==> config.mk <==
export PLATFORM = sky130hd
export DESIGN_NAME = lcd_sync_gen
export DESIGN_NICKNAME = d
export VERILOG_FILES = /design/src/rtl/lcdt_pkg.sv /design/src/rtl/lcdt_hcount.sv /design/src/rtl/lcdt_vcount.sv /design/src/rtl/lcdt_pixcount.sv /design/src/rtl/lcd_sync_gen.sv
export SDC_FILE = /design/constraint.sdc
export NUM_CORES = 1
export LEC_CHECK = 0
export ABC_AREA = 0
export BUFFER_PORTS_ARGS = -buffer_cell sky130_fd_sc_hd__buf_2
export CAP_MARGIN = 20
export CORE_MARGIN = 5
export CORE_UTILIZATION = 55
export CTS_CLUSTER_DIAMETER = 80
export DETAILED_ROUTE_END_ITERATION = 10
export HOLD_SLACK_MARGIN = 0.12
export PLACE_DENSITY_LB_ADDON = 0.08
export SYNTH_ARGS = -nofsm -noshare
export SYNTH_HDL_FRONTEND = slang
export SYNTH_HIERARCHICAL = 1
export SYNTH_SLANG_ARGS = --single-unit
export TNS_END_PERCENT = 5
==> constraint.sdc <==
create_clock -name clk -period 3.1 [get_ports clk]
set_clock_uncertainty 0.1 [all_clocks]
set_input_delay 0.155 -clock clk [delete_from_list [all_inputs] [get_ports clk]]
set_output_delay 0.155 -clock clk [all_outputs]
set_load 0.05 [all_outputs]
==> src/rtl/lcdt_pkg.sv <==
package lcdt_pkg;
  // Packing-pipeline correction in clocks for a given clocks-per-pixel mode.
  function automatic int unsigned pipe_cor_for(input int unsigned cpp);
    case (cpp)
      1:       return 0;
      2:       return 3;
      default: return 5;
    endcase
  endfunction

  // Horizontal window flags produced by the line counter.
  typedef struct packed {
    logic hs_win;
    logic vs_win;
    logic act_win;
  } lcdt_hwin_t;
endpackage

==> src/rtl/lcdt_hcount.sv <==
module lcdt_hcount
  import lcdt_pkg::*;
#(
  parameter int unsigned HT   = 672,
  parameter int unsigned HSW  = 4,
  parameter int unsigned VSW  = 4,
  parameter int unsigned HST  = 17,
  parameter int unsigned HACT = 640,
  parameter int unsigned HW   = 10
) (
  input  logic          clk,
  input  logic          rst_n,
  input  logic          clr,
  input  logic          run,
  output logic [HW-1:0] h_cnt,
  output logic          line_end,
  output lcdt_hwin_t    win
);
  localparam logic [HW-1:0] H_LAST = HW'(HT - 1);
  localparam logic [HW-1:0] H_HS   = HW'(HSW);
  localparam logic [HW-1:0] H_VS   = HW'(VSW);
  localparam logic [HW-1:0] H_ON   = HW'(HST);
  localparam logic [HW-1:0] H_OFF  = HW'(HST + HACT);

  logic [HW-1:0] h_q, h_d;

  always_comb begin
    h_d = h_q;
    if (clr)       h_d = '0;
    else if (run)  h_d = (h_q == H_LAST) ? '0 : h_q + 1'b1;
  end

  always_ff @(posedge clk or negedge rst_n) begin
    if (!rst_n) h_q <= '0;
    else        h_q <= h_d;
  end

  assign h_cnt       = h_q;
  assign line_end    = run && (h_q == H_LAST);
  assign win.hs_win  = (h_q < H_HS);
  assign win.vs_win  = (h_q < H_VS);
  assign win.act_win = (h_q >= H_ON) && (h_q < H_OFF);

  p_hbound_r2: assert property (@(posedge clk) disable iff (!rst_n)
    h_q <= H_LAST);
  p_hwrap_r2: assert property (@(posedge clk) disable iff (!rst_n)
    (run && !clr && h_q == H_LAST) |=> (h_q == '0));
endmodule

==> src/rtl/lcdt_vcount.sv <==
module lcdt_vcount #(
  parameter int unsigned VT   = 244,
  parameter int unsigned VTOP = 2,
  parameter int unsigned VVIS = 240,
  parameter int unsigned VW   = 8
) (
  input  logic          clk,
  input  logic          rst_n,
  input  logic          clr,
  input  logic          adv,
  output logic [VW-1:0] v_cnt,
  output logic          top_line,
  output logic          vis_line
);
  localparam logic [VW-1:0] V_LAST  = VW'(VT - 1);
  localparam logic [VW-1:0] V_FIRST = VW'(VTOP);
  localparam logic [VW-1:0] V_END   = VW'(VTOP + VVIS);

  logic [VW-1:0] v_q, v_d;

  always_comb begin
    v_d = v_q;
    if (clr)      v_d = '0;
    else if (adv) v_d = (v_q == V_LAST) ? '0 : v_q + 1'b1;
  end

  always_ff @(posedge clk or negedge rst_n) begin
    if (!rst_n) v_q <= '0;
    else        v_q <= v_d;
  end

  assign v_cnt    = v_q;
  assign top_line = (v_q == '0);
  assign vis_line = (v_q >= V_FIRST) && (v_q < V_END);

  p_vbound_r6: assert property (@(posedge clk) disable iff (!rst_n)
    v_q <= V_LAST);
  p_vwrap_r6: assert property (@(posedge clk) disable iff (!rst_n)
    (adv && !clr && v_q == V_LAST) |=> (v_q == '0));
endmodule

==> src/rtl/lcdt_pixcount.sv <==
module lcdt_pixcount #(
  parameter int unsigned CPP = 2,
  parameter int unsigned PW  = 9
) (
  input  logic          clk,
  input  logic          rst_n,
  input  logic          de_in,
  output logic [PW-1:0] pix
);
  localparam int unsigned SW = $clog2(CPP + 1);
  localparam logic [SW-1:0] PH_LAST = SW'(CPP - 1);

  logic [SW-1:0] ph_q, ph_d;
  logic [PW-1:0] pix_q, pix_d;

  always_comb begin
    ph_d  = ph_q;
    pix_d = pix_q;
    if (!de_in) begin
      ph_d  = '0;
      pix_d = '0;
    end else if (ph_q == PH_LAST) begin
      ph_d  = '0;
      pix_d = pix_q + 1'b1;
    end else begin
      ph_d  = ph_q + 1'b1;
    end
  end

  always_ff @(posedge clk or negedge rst_n) begin
    if (!rst_n) begin
      ph_q  <= '0;
      pix_q <= '0;
    end else begin
      ph_q  <= ph_d;
      pix_q <= pix_d;
    end
  end

  assign pix = de_in ? pix_q : '0;

  p_phase_bound_r5: assert property (@(posedge clk) disable iff (!rst_n)
    ph_q <= PH_LAST);
  p_pix_step_r5: assert property (@(posedge clk) disable iff (!rst_n)
    (de_in && ph_q == PH_LAST) |=> (!de_in || pix_q == PW'($past(pix_q) + 1'b1)));
endmodule

==> src/rtl/lcd_sync_gen.sv <==
module lcd_sync_gen
  import lcdt_pkg::*;
#(
  parameter int unsigned CPP          = 2,
  parameter int unsigned PIPE_COR     = pipe_cor_for(CPP),
  parameter int unsigned H_TOTAL_PIX  = 336,
  parameter int unsigned H_SYNC_PIX   = 2,
  parameter int unsigned H_LEAD_PIX   = 7,
  parameter int unsigned H_ACTIVE_PIX = 320,
  parameter int unsigned V_VISIBLE    = 240,
  parameter int unsigned V_BLANK      = 4,
  localparam int unsigned VT = V_VISIBLE + V_BLANK,
  localparam int unsigned VW = $clog2(VT),
  localparam int unsigned PW = $clog2(H_ACTIVE_PIX)
) (
  input  logic          clk,
  input  logic          rst_n,
  input  logic          en,
  output logic          hsync_n,
  output logic          vsync_n,
  output logic          de,
  output logic          vis_de,
  output logic [VW-1:0] line_idx,
  output logic [PW-1:0] pix_idx,
  output logic [VW-1:0] row_idx
);
  localparam int unsigned HT   = H_TOTAL_PIX * CPP;
  localparam int unsigned HSW  = H_SYNC_PIX * CPP;
  localparam int unsigned VSW  = 2 * CPP;
  localparam int unsigned HST  = H_LEAD_PIX * CPP + PIPE_COR;
  localparam int unsigned HACT = H_ACTIVE_PIX * CPP;
  localparam int unsigned HW   = $clog2(HT);
  localparam int unsigned VTOP = V_BLANK / 2;

  logic          act_q, act_d;
  logic [HW-1:0] h_cnt;
  logic          line_end;
  lcdt_hwin_t    win;
  logic [VW-1:0] v_cnt;
  logic          top_line, vis_line;

  always_comb act_d = en;

  always_ff @(posedge clk or negedge rst_n) begin
    if (!rst_n) act_q <= 1'b0;
    else        act_q <= act_d;
  end

  lcdt_hcount #(.HT(HT), .HSW(HSW), .VSW(VSW), .HST(HST), .HACT(HACT), .HW(HW)) u_h (
    .clk(clk), .rst_n(rst_n), .clr(!en), .run(act_q),
    .h_cnt(h_cnt), .line_end(line_end), .win(win)
  );

  lcdt_vcount #(.VT(VT), .VTOP(VTOP), .VVIS(V_VISIBLE), .VW(VW)) u_v (
    .clk(clk), .rst_n(rst_n), .clr(!en), .adv(line_end),
    .v_cnt(v_cnt), .top_line(top_line), .vis_line(vis_line)
  );

  lcdt_pixcount #(.CPP(CPP), .PW(PW)) u_p (
    .clk(clk), .rst_n(rst_n), .de_in(de), .pix(pix_idx)
  );

  assign hsync_n  = !(act_q && win.hs_win);
  assign vsync_n  = !(act_q && top_line && win.vs_win);
  assign de       = act_q && win.act_win;
  assign vis_de   = de && vis_line;
  assign line_idx = v_cnt;
  assign row_idx  = vis_de ? VW'(v_cnt - VW'(VTOP)) : '0;

  p_idle_r1: assert property (@(posedge clk) disable iff (!rst_n)
    !en |=> (hsync_n && vsync_n && !de && line_idx == '0));
  p_start_r9: assert property (@(posedge clk) disable iff (!rst_n)
    (en && !act_q) |=> (!hsync_n && !vsync_n && line_idx == '0));
  p_de_off_sync_r4: assert property (@(posedge clk) disable iff (!rst_n)
    de |-> hsync_n);
  p_vs_in_hs_r7: assert property (@(posedge clk) disable iff (!rst_n)
    !vsync_n |-> !hsync_n);
  p_vis_in_de_r8: assert property (@(posedge clk) disable iff (!rst_n)
    vis_de |-> de);
endmodule

Yosys cells after proc, flatten, opt, wreduce, memory -nomap -nowiden
Index checks and enable logic that the tools add are counted.
{"block": "totals", "elab_cells": 44, "register_bits": 30, "in_bits": 3, "output_inout_bits": 29}
{"block": "classes", "muxes": 12, "eq_ne": 6, "n_reduce_logical": 11, "add_sub_neg": 5, "magnitude_cmp": 5}
{"cell": "2-to-1 mux 8 bit", "count": 4}
{"cell": "2-to-1 mux 10 bit", "count": 3}
{"cell": "2-to-1 mux 9 bit", "count": 3}
{"cell": "adder 10 x 1 -> 10 bit (second input constant)", "count": 1}
{"cell": "== test 10 bit (second input constant)", "count": 1}
{"cell": ">= comparator 10 x 5 -> 1 bit (second input constant)", "count": 1}
{"cell": "less-than comparator 10 bit (second input constant)", "count": 1}
{"cell": "less-than comparator 10 x 3 -> 1 bit (second input constant)", "count": 1}
{"cell": "adder 9 x 1 -> 9 bit (second input constant)", "count": 1}
{"cell": "adder 8 x 1 -> 8 bit (second input constant)", "count": 1}
{"cell": "== test 8 bit (second input constant)", "count": 1}
{"cell": ">= comparator 8 x 2 -> 1 bit (second input constant)", "count": 1}
{"cell": "logical AND 1 bit", "count": 8}
{"cell": "zero test 8 bit", "count": 1}
{"cell": "less-than comparator 8 bit (second input constant)", "count": 1}
{"cell": "subtractor 8 x 2 -> 8 bit (second input constant)", "count": 1}
{"cell": "inequality test 2 x 1 -> 1 bit (second input constant)", "count": 3}
{"cell": "2-to-1 mux 2 bit", "count": 2}
{"cell": "adder 2 x 1 -> 2 bit (second input constant)", "count": 1}
{"cell": "== test 2 x 1 -> 1 bit (second input constant)", "count": 1}
{"cell": "zero test 1 bit", "count": 2}

Logic depth before layout (Yosys ltp)
Gate-level depths: netlist of run 1.
{"block": "logic_depth", "depth_word": 5, "ltp_mapped": 10, "ltp_nobuf": 9}

By module
The synthesis of run 1 kept the hierarchy.
{"mod": "lcdt_hcount", "cells_each": 69, "seq_area_each_um2": 250.2, "area_per_inst_um2": 664.4, "instances": 1}
{"mod": "lcdt_pixcount", "cells_each": 58, "seq_area_each_um2": 275.3, "area_per_inst_um2": 586.8, "instances": 1}
{"mod": "lcdt_vcount", "cells_each": 57, "seq_area_each_um2": 200.2, "area_per_inst_um2": 509.2, "instances": 1}
{"mod": "lcd_sync_gen", "cells_each": 29, "seq_area_each_um2": 25.0, "area_per_inst_um2": 188.9, "instances": 1}

Worst setup path after synthesis of run 1
OpenSTA, ideal clock, no wires.
{"block": "synth_timing", "kind": "flip-flop to output port", "from": "reg u_h.h_q[0] (netlist: u_h/h_cnt[0])", "to": "out row_idx[0]", "required_ns": 2.845, "arrival_time_ns": 3.120, "setup_slack_ns": -0.275, "path_buffers": 0, "stages_incl_launch_ff": 10, "cell_sequence": "dfrtp_1 inv_1 ha_1 or3b_2 a21o_2 a32oi_1 and2_1 nand2_1 inv_1 and2_1"}
{"item": "start, declared", "line": "lcdt_hcount.sv:25", "rtl": "logic [HW-1:0] h_q, h_d;"}
{"item": "start signal, assigned", "line": "lcdt_hcount.sv:34", "rtl": "if (!rst_n) h_q <= '0;"}
{"item": "start signal, assigned", "line": "lcdt_hcount.sv:35", "rtl": "else h_q <= h_d;"}
{"item": "end, declared", "line": "lcd_sync_gen.sv:25", "rtl": "output logic [VW-1:0] row_idx"}

==> flow_summary.toml, run 1 <==
[status]
status = "complete, no violations"

[logic_synthesis]
synth_edf_count = 0
syn_nets = 224
yosysUniqueCellTypes = 49
ys.flop_type = "dfrtp_1"
ys_warn_count = 6
syn_avg_cell_area_sq_um = 9.15
synth-seq-cells = 30
synthesis.area_sq_um = 1950
synth_cells = 213
async_reset_ff_frac = 1.00
synth_seq_area_share = 0.385

[route]
drtAntennaViolNets = 0
drt_iter0_markers = 134
wl_per_cell_um = 14.1
drt_pass1_iterations = 4
wirelength_um = 4290
drcViolationCount = 0
via_count = 1699
vias_per_cell = 5.59

[grt]
antenna_found_initial = 0
grt_pass1_wl_um = 7180
grt_usage = 0.181
grt-ovfl-total = 0
first_global_vias = 1521
grt_max_degree = 31

[floorplan]
dieArea_sq_um = 4840
die_w_um = 69.5
rows = 21
num_io_pins = 32
core_sq_um = 3390
die_h_um = 69.5
start_util = 0.575

[clock_tree]
clock_path_buffers = 2
htree_levels = 2
clk_latency_ns = 0.32
cts_tree = "built"
clk_pin_slew_ns = 0.10
cts-root-buf = "clkbuf_4"
cts_inserted_buffers = 5
numClockSinks = 30

[critical_path]
crit_type = "reg -> out"
critical_path_peak_fanout = 8
worst_ep_arrival_time_ns = 2.66
cp-end-kind = "primary output"
reg2reg_slack_ns = 0.44
worstSetupStartpointType = "register"
critPathRequiredTime_ns = 2.84

[timing]
fin_crit_sh = 0.941
maxSlewViolCount = 0
relSlewSlack = 0.541
fin_hold_ws_ns = 0.297
finalHoldViolations = 0
setup_tns_ns = 0
fin_crit_ns = 2.92
worstMarginPinSlew_ns = 0.688
fmax_ghz = 0.343
setup_slack_ns = 0.181
setup_violations = 0

[placement]
dp_worst_setup_slack_ns = 0.363
port_buffers = 31
dp_hpwl_um = 2970
place.gp.congestion = 0.822

[layout]
num_antenna_cells = 0
final_cell_mix = "29 x dfrtp_1, 26 x buf_2, 20 x nor2_1"
post-route-util = 0.679
final_common_cell = "dfrtp_1"
drive_gt1_frac = 0.271
syn2layout_area_growth_pct = 18.1
nets = 268

[pwr]
power-per-cell-area_nw_per_um2 = 298
p_total_mw = 0.686
leakage_nw = 1.16
ir_drop_mv = 0.194

[min_path]
hold_class = "in -> async"

[flow_run]
cap_violations = 0
[power breakdown]
group	internal [mW]	switching, mW
Clock	0.110	0.140
Sequential	0.394	0.00490
Combinational	0.0107	0.0268
Total	0.514	0.171
[logic make-up (layout without fill, tap and decap cells)]
logic type / after synthesis / in the layout / share of synthesized area
AOI/OAI and AO/OA: 43 / 43 / 0.150
xor gates and xnor gates: 10 / 10 / 0.0449
adders and majority gates: 8 / 8 / 0.0513
buffers and inverters: 20 / 65 / 0.0449
DFF: 30 / 30 / 0.385
muxes: 6 / 6 / 0.0334
and+or+nand+nor: 96 / 96 / 0.291
[synthesized netlist by cell type, drive strengths merged, types with 2 or more instances]
cell type / instances / area, sq um
xnor2: 5 / 43.8
nand2: 14 / 52.6
inv: 16 / 60.1
ha: 8 / 100
nor2: 21 / 81.3
nand3: 7 / 35.0
o31ai: 4 / 30.0
or4: 5 / 37.5
and2: 12 / 75.1
or3: 10 / 68.8
o311ai: 2 / 17.5
o21ai: 12 / 60.1
buf: 3 / 23.8
mux2i: 2 / 20.0
nor3b: 2 / 15.0
nand2b: 2 / 15.0
a21oi: 14 / 70.1
nor3: 8 / 40.0
a21o: 3 / 23.8
nand3b: 2 / 27.5
or2: 3 / 18.8
dfrtp: 30 / 751
nor4: 3 / 33.8
nand4: 4 / 40.0
xor2: 5 / 43.8
mux2: 4 / 45.0
[layout make-up]
cell class,instances,area (sq um)
multi-input cells,163,1120
fillers,269,1090
flip-flops and latches,30,752
repair buffers,41,251
inverters,16,63.8
well taps,46,57.6
clock buffers,7,55.1
clock inverters,1,5.00
[state kept, by name, indices dropped and copies added, names as in the netlist]
| name | count |
|---|---|
| act_q | 1 |
| u_h/h_cnt | 10 |
| u_p/ph_q | 2 |
| u_p/pix_q | 9 |
| u_v/v_cnt | 8 |
[stage by stage]
| step | instance area, sq um | instances |
|---|---|---|
| finish | 2300 | 304 |
| global route | 2300 | 304 |
| CTS | 2230 | 297 |
| detailed placement | 2140 | 287 |
| global placement | 2140 | 287 |
| floorplan | 1950 | 213 |
[layer usage]
layer | up-vias | GRT usage | wire [um]
met1 | 819 | 0.244 | 1970
li1 | 843 | - | -
met4 | 0 | 0.0586 | 43
met3 | 5 | 0.0406 | 191
met5 | - | 0 | 0
met2 | 32 | 0.287 | 2080
[final timing paths]
path / startpoint / end / cells after the start
max: u_h/h_cnt[0] / pix_idx[7] / 9
min: rst_n / u_p/pix_q[3] / 2
max reg2reg: u_h/h_cnt[0] / u_p/ph_q[1] / 11
min reg2reg: u_p/ph_q[1] / u_p/ph_q[1] / 1
max in group asynchronous: rst_n / u_h/h_cnt[0] / 2
min in group clk: en / act_q / 2
[repair_timing]
action	CTS	global route
hold buffers	2	0
hold endpoints to repair	31	0
endpoints found under the setup margin	2	11
buffers inserted	0	7
gates resized for setup	2	8
[critical path, cell delays in order, from the launching register on]
cell,delay [ns]
dfrtp_2,0.45
inv_1,0.09
ha_1,0.15
or3b_2,0.45
a21o_2,0.22
a32oi_1,0.19
and2_4,0.24
clkinvlp_4,0.17
nor2_1,0.20
buf_6,0.18
No activity file was read; power rests on OpenSTA's default activity.
==> run 2, diff against run 1 <==
--- a/config.mk
+++ b/config.mk
@@ -5,15 +5,16 @@
 export SDC_FILE = /design/constraint.sdc
 export NUM_CORES = 1
 export LEC_CHECK = 0
-export ABC_AREA = 0
+export ABC_AREA = 1
 export BUFFER_PORTS_ARGS = -buffer_cell sky130_fd_sc_hd__buf_2
 export CAP_MARGIN = 20
 export CORE_MARGIN = 5
-export CORE_UTILIZATION = 55
+export CORE_UTILIZATION = 51
 export CTS_CLUSTER_DIAMETER = 80
 export DETAILED_ROUTE_END_ITERATION = 10
 export HOLD_SLACK_MARGIN = 0.12
 export PLACE_DENSITY_LB_ADDON = 0.08
+export RECOVER_POWER = 100
 export SYNTH_ARGS = -nofsm -noshare
 export SYNTH_HDL_FRONTEND = slang
 export SYNTH_HIERARCHICAL = 1
==> flow_summary.toml, run 2 <==
[critical_path]
cp-end-kind = "primary output"
worst_ep_arrival_time_ns = 2.45
crit_type = "reg -> out"
worstSetupStartpointType = "register"
critPathRequiredTime_ns = 2.84
critical_path_peak_fanout = 20

[route]
via_count = 2030
vias_per_cell = 4.94
wl_per_cell_um = 11.8
drt_iter0_markers = 83
wirelength_um = 4850
drt_pass1_iterations = 4
drcViolationCount = 0
drtAntennaViolNets = 0

[timing]
grt_setup_unrepaired = "false"
worstMarginPinSlew_ns = 1.68
setup_violations = 0
maxSlewViolCount = 31
setup_tns_ns = 0
relSlewSlack = -0.119
fin_crit_sh = 0.872
fin_crit_ns = 2.70
fmax_ghz = 0.370
finalHoldViolations = 0
fin_hold_ws_ns = 0.410

[clock_tree]
cts_resized = 0
cts-root-buf = "clkbuf_8"
cts_tree = "built"
numClockSinks = 30
clk_latency_ns = 0.28
clock_path_buffers = 2
cts_inserted_buffers = 5
htree_levels = 2
clk_pin_slew_ns = 0.07

[logic_synthesis]
synthTopCellsByArea = "dfrtp_1 34%, nand2_1 16%, inv_1 9.1%, nor2_1 7.0%, ha_1 4.6%"
synthMuxAreaShare = 0
synthSimpleGateAreaFrac = 0.419
synth-compound-area-share = 0.0659
ys_warn_count = 6
yosysTopAreaCell = "dfrtp_1"
synth_seq_area_share = 0.344
synth_xor_area_frac = 0.0120
syn_nets = 334
synth_edf_count = 0
synth_top_family_by_area = "simple AND/OR/NAND/NOR gates"
synth_common_cells = "91 x nand2_1, 53 x inv_1, 41 x nor2_1"
async_reset_ff_frac = 1.00
syn_avg_cell_area_sq_um = 6.76
yosysMostFrequentCell = "nand2_1"
synth-seq-cells = 30
synthAdderAreaFrac = 0.0458
synthesis.area_sq_um = 2180
yosysUniqueCellTypes = 28
synth_cells = 323
synth_top_cell_area_share = 0.344
ys.flop_type = "dfrtp_1"

[floorplan]
die_h_um = 75.5
rows = 23
die_w_um = 75.5
start_util = 0.535
num_io_pins = 32
core_sq_um = 4090
dieArea_sq_um = 5690

[placement]
dp_hpwl_um = 3600
port_buffers = 31
place.gp.congestion = 0.898
place_area_sq_um = 2380

[layout]
nets = 371
num_antenna_cells = 0
multi_input_area_sq_um = 1160
fillCellCount = 401
largest_register_ff_count = 10
finalInstanceArea_sq_um = 2490
drive_gt1_frac = 0.105
final_common_cell = "nand2_1"
ff_latch_area_sq_um = 751
final_cell_mix = "92 x nand2_1, 54 x inv_1, 43 x nor2_1"
syn2layout_area_growth_pct = 13.8

[status]
status = "complete, but fails checks"
failed_checks = "max-capacitance violations, max-slew violations"

[pwr]
p_int_mw = 0.747
power-per-cell-area_nw_per_um2 = 376
netSwitchingFraction = 0.201
leakage_nw = 1.29
clkPwrFrac = 0.530
power_frac_seq = 0.427
power.share.combinational = 0.043
switchingPower_mw = 0.188
ir_drop_mv = 0.209

[grt]
grt_max_degree = 31
grt-ovfl-total = 0
first_global_vias = 1806
grt.busiest_layer = "met2"
met2_usage = 0.308
groute.layer.met3.usage = 0.0435
grt_pass1_wl_um = 8200
use_met1 = 0.250
antenna_found_initial = 0
grt_usage = 0.187

[min_path]
hold_class = "reg -> reg"

[flow_run]
cap_violations = 1
run 2: cell types whose count changed after synthesis, moves of 5 or more:
cell,before,now
nor2_2,1,7
or3_1,8,0
xnor2_1,5,0
nand2_2,0,7
nor2_1,20,41
nand3_1,7,20
o21ai_0,12,5
and2_1,12,0
inv_1,16,53
or4_1,5,0
nor2_4,0,7
nand4_1,3,11
nand2_1,14,91
inv_2,0,5
run 2: critical path, cell delays in order, from the launching register on:
cell	delay, ns
dfrtp_1	0.43
inv_1	0.09
ha_1	0.14
nand3_1	0.10
nand3_1	0.08
o21ai_0	0.07
nor2_1	0.11
nand2_1	0.07
inv_2	0.27
nand2_4	0.12
clkinv_4	0.08
nand2_1	0.04
nor2_1	0.07
clkbuf_1	0.47
run 2: kinds of logic after synthesis:
logic type | after synthesis
XOR/XNOR | 3
adder cells (fa/ha/maj) | 8
AND/OR/NAND/NOR | 195
AO/OA/AOI/OAI | 24
flip-flops | 30
buffers and inverters | 63
run 2: repair_timing:
action                                 in CTS  in global routing
hold buffers                                2                  0
buffers inserted                            0                  0
endpoints found under the hold margin      31                  0
run 2: metrics by stage:
stage | setup WS, ns | instances | util | power, mW
2_1_floorplan | 0.644 | 323 | - | 0.431
5_1_grt | 0.199 | 411 | 0.608 | 0.975
4_1_cts | 0.590 | 411 | 0.623 | 0.949
3_3_place_gp | 0.957 | 401 | 0.584 | 0.447
6_report | 0.397 | 411 | 0.608 | 0.935
3_5_place_dp | 0.910 | 401 | 0.584 | 0.448
run 2: path summary, 6_finish.rpt:
check,start,to,slack [ns],depth (start not counted)
max in group asynchronous,rst_n,u_v/v_cnt[5],1.19,2
max reg2reg,u_h/h_cnt[0],u_v/v_cnt[7],0.58,10
min in group asynchronous,rst_n,u_p/ph_q[0],0.74,2
min,u_p/ph_q[0],u_p/ph_q[0],0.41,1
min reg2reg,u_p/ph_q[0],u_p/ph_q[0],0.41,1
max,u_h/h_cnt[0],row_idx[5],0.40,13
run 2: area by class of cell:
class                   count  area share
clock buffers               6      0.0332
clock inverters             2      0.0242
inverters                  60      0.0926
multi-input cells         230       0.467
flip-flops and latches     30       0.302
well taps                  50      0.0252
repair buffers             33      0.0564
run 2: layer usage:
layer,part of all wire,vias to the layer above
met5,0,-
met4,0.0087,0
met3,0.054,5
met2,0.47,40
met1,0.47,914
li1,-,1071
run 2: power groups by stage:
stage,registers (mW),clock network [mW],logic [mW]
floorplan,0.406,0,0.0251
global placement,0.406,0,0.0407
detailed placement,0.407,0,0.0409
finish,0.399,0.496,0.0403
global route,0.399,0.530,0.0461
CTS,0.399,0.507,0.0428
==> run 3, diff against run 2 <==
--- a/config.mk
+++ b/config.mk
@@ -8,6 +8,7 @@
 export ABC_AREA = 1
 export BUFFER_PORTS_ARGS = -buffer_cell sky130_fd_sc_hd__buf_2
 export CAP_MARGIN = 20
+export CORE_ASPECT_RATIO = 0.6
 export CORE_MARGIN = 5
 export CORE_UTILIZATION = 51
 export CTS_CLUSTER_DIAMETER = 80
==> flow_summary.toml, run 3 (synthesized netlist as in run 2, its figures left out) <==
[status]
status = "complete, but fails checks"
failed_checks = "max-capacitance violations, max-slew violations"

[clock_tree]
clock_path_buffers = 2
post_cts.repair.setup_buffers = 0
htree_levels = 2
numClockSinks = 30
clk_latency_ns = 0.28
cts-root-buf = "clkbuf_8"
clk_pin_slew_ns = 0.06
cts_inserted_buffers = 5
cts_tree = "built"

[grt]
grt_usage = 0.186
first_global_vias = 1709
grt_pass1_wl_um = 8160
grt-ovfl-total = 0
grt_max_degree = 31
antenna_found_initial = 0

[placement]
dp_worst_setup_slack_ns = 0.904
dp_hpwl_um = 3790
port_buffers = 31
place.gp.congestion = 0.904

[flow_run]
cap_violations = 1

[timing]
setup_slack_ns = 0.405
fin_crit_sh = 0.869
worstMarginPinSlew_ns = 1.60
relSlewSlack = -0.0644
grt_setup_unrepaired = "false"
setup_tns_ns = 0
finalHoldViolations = 0
fmax_ghz = 0.371
maxSlewViolCount = 31
fin_crit_ns = 2.69
setup_violations = 0

[layout]
final_common_cell = "nand2_1"
drive_gt1_frac = 0.103
final_cell_mix = "92 x nand2_1, 54 x inv_1, 44 x nor2_1"
ff_latch_area_sq_um = 751
fillCellCount = 413
multi_input_area_sq_um = 1160
nets = 371
num_antenna_cells = 0
largest_register_ff_count = 10
syn2layout_area_growth_pct = 12.8

[route]
wl_per_cell_um = 11.9
vias_per_cell = 4.81
via_count = 2022
drcViolationCount = 0
drt_pass1_iterations = 4
drt_iter0_markers = 154
drtAntennaViolNets = 0
wirelength_um = 5000

[critical_path]
path_cells = "nor2_1 -> nand3_1 -> nand3_1 -> o21ai_0 -> nor2_1 -> nand2_1 -> inv_2 -> nand2_4 -> clkinv_4 -> nand2_1 -> nor2_2 -> clkbuf_1"
cp_top_family = "simple AND/OR/NAND/NOR gates"
cp_slowest_stage_delay_ns = 0.46
critPathRequiredTime_ns = 2.84
crit_type = "reg -> out"
worst_ep_arrival_time_ns = 2.44
crit_buf_inv = 3
cp-end-kind = "primary output"
critical_path_peak_fanout = 20
worstSetupStartpointType = "register"
cp_slowest_cell = "clkbuf_1"

[pwr]
ir_drop_mv = 0.353
leakage_nw = 1.28
p_total_mw = 0.838
power-per-cell-area_nw_per_um2 = 340

[floorplan]
die_w_um = 94.5
start_util = 0.530
die_h_um = 60.7
rows = 18
core_sq_um = 4120
num_io_pins = 32
dieArea_sq_um = 5740

[min_path]
hold_class = "reg -> reg"
run 3: worst register-to-register path: stages, from the launching register on:
cell	delay, ns
dfrtp_1	0.42
ha_1	0.22
nand2_1	0.12
nor2_1	0.21
nand3_1	0.23
nor2_1	0.18
clkinv_1	0.13
nor2_1	0.25
a21boi_2	0.33
nand2_1	0.09
nand2_1	0.07
run 3: repair_timing:
| item | CTS | global route |
|---|---|---|
| endpoints found under the hold margin | 31 | 0 |
| hold buffers | 2 | 0 |
| resized for setup | 0 | 0 |
run 3: layout make-up:
| class | count | share of cell area |
|---|---|---|
| multi-input cells | 230 | 0.469 |
| inverters | 60 | 0.0934 |
| clock buffers | 6 | 0.0335 |
| well taps | 60 | 0.0305 |
| repair buffers | 33 | 0.0569 |
| flip-flops and latches | 30 | 0.305 |
| clock inverters | 1 | 0.0122 |
run 3: layer usage:
layer  global-route usage  up-vias  share of wire  routed length, um
li1                     -     1069              -                  -
met1                0.296      890           0.57               2840
met2                0.249       58           0.36               1820
met3               0.0409        5          0.063                315
met4               0.0493        0         0.0064                 32
met5                    0        -              0                  0
run 3: metrics by stage:
stage,std cells,utilization,area (sq um),hold slack [ns]
detailed placement,411,0.582,2400,0.131
finish,420,0.598,2460,0.417
global route,420,0.598,2460,0.445
floorplan,323,-,2180,-0.241
CTS,420,0.614,2530,0.365
global placement,411,0.582,2400,0.129
run 3: path summary, 6_finish.rpt:
check                        startpoint  cells past startpoint           end  slack, ns
max                        u_h/h_cnt[2]                     12    row_idx[7]       0.41
min                         u_p/ph_q[0]                      1   u_p/ph_q[0]       0.42
max reg2reg                u_h/h_cnt[0]                     10  u_v/v_cnt[0]       0.69
min reg2reg                 u_p/ph_q[0]                      1   u_p/ph_q[0]       0.42
max in group asynchronous         rst_n                      2  u_h/h_cnt[7]       1.26
min in group asynchronous         rst_n                      2  u_h/h_cnt[6]       0.72
run 3: where the power goes:
part           leakage, nW  total (mW)  switching, mW  internal (mW)
logic                0.806      0.0404         0.0304         0.0100
clock network       0.0573       0.398          0.141          0.257
registers            0.416       0.399        0.00472          0.395
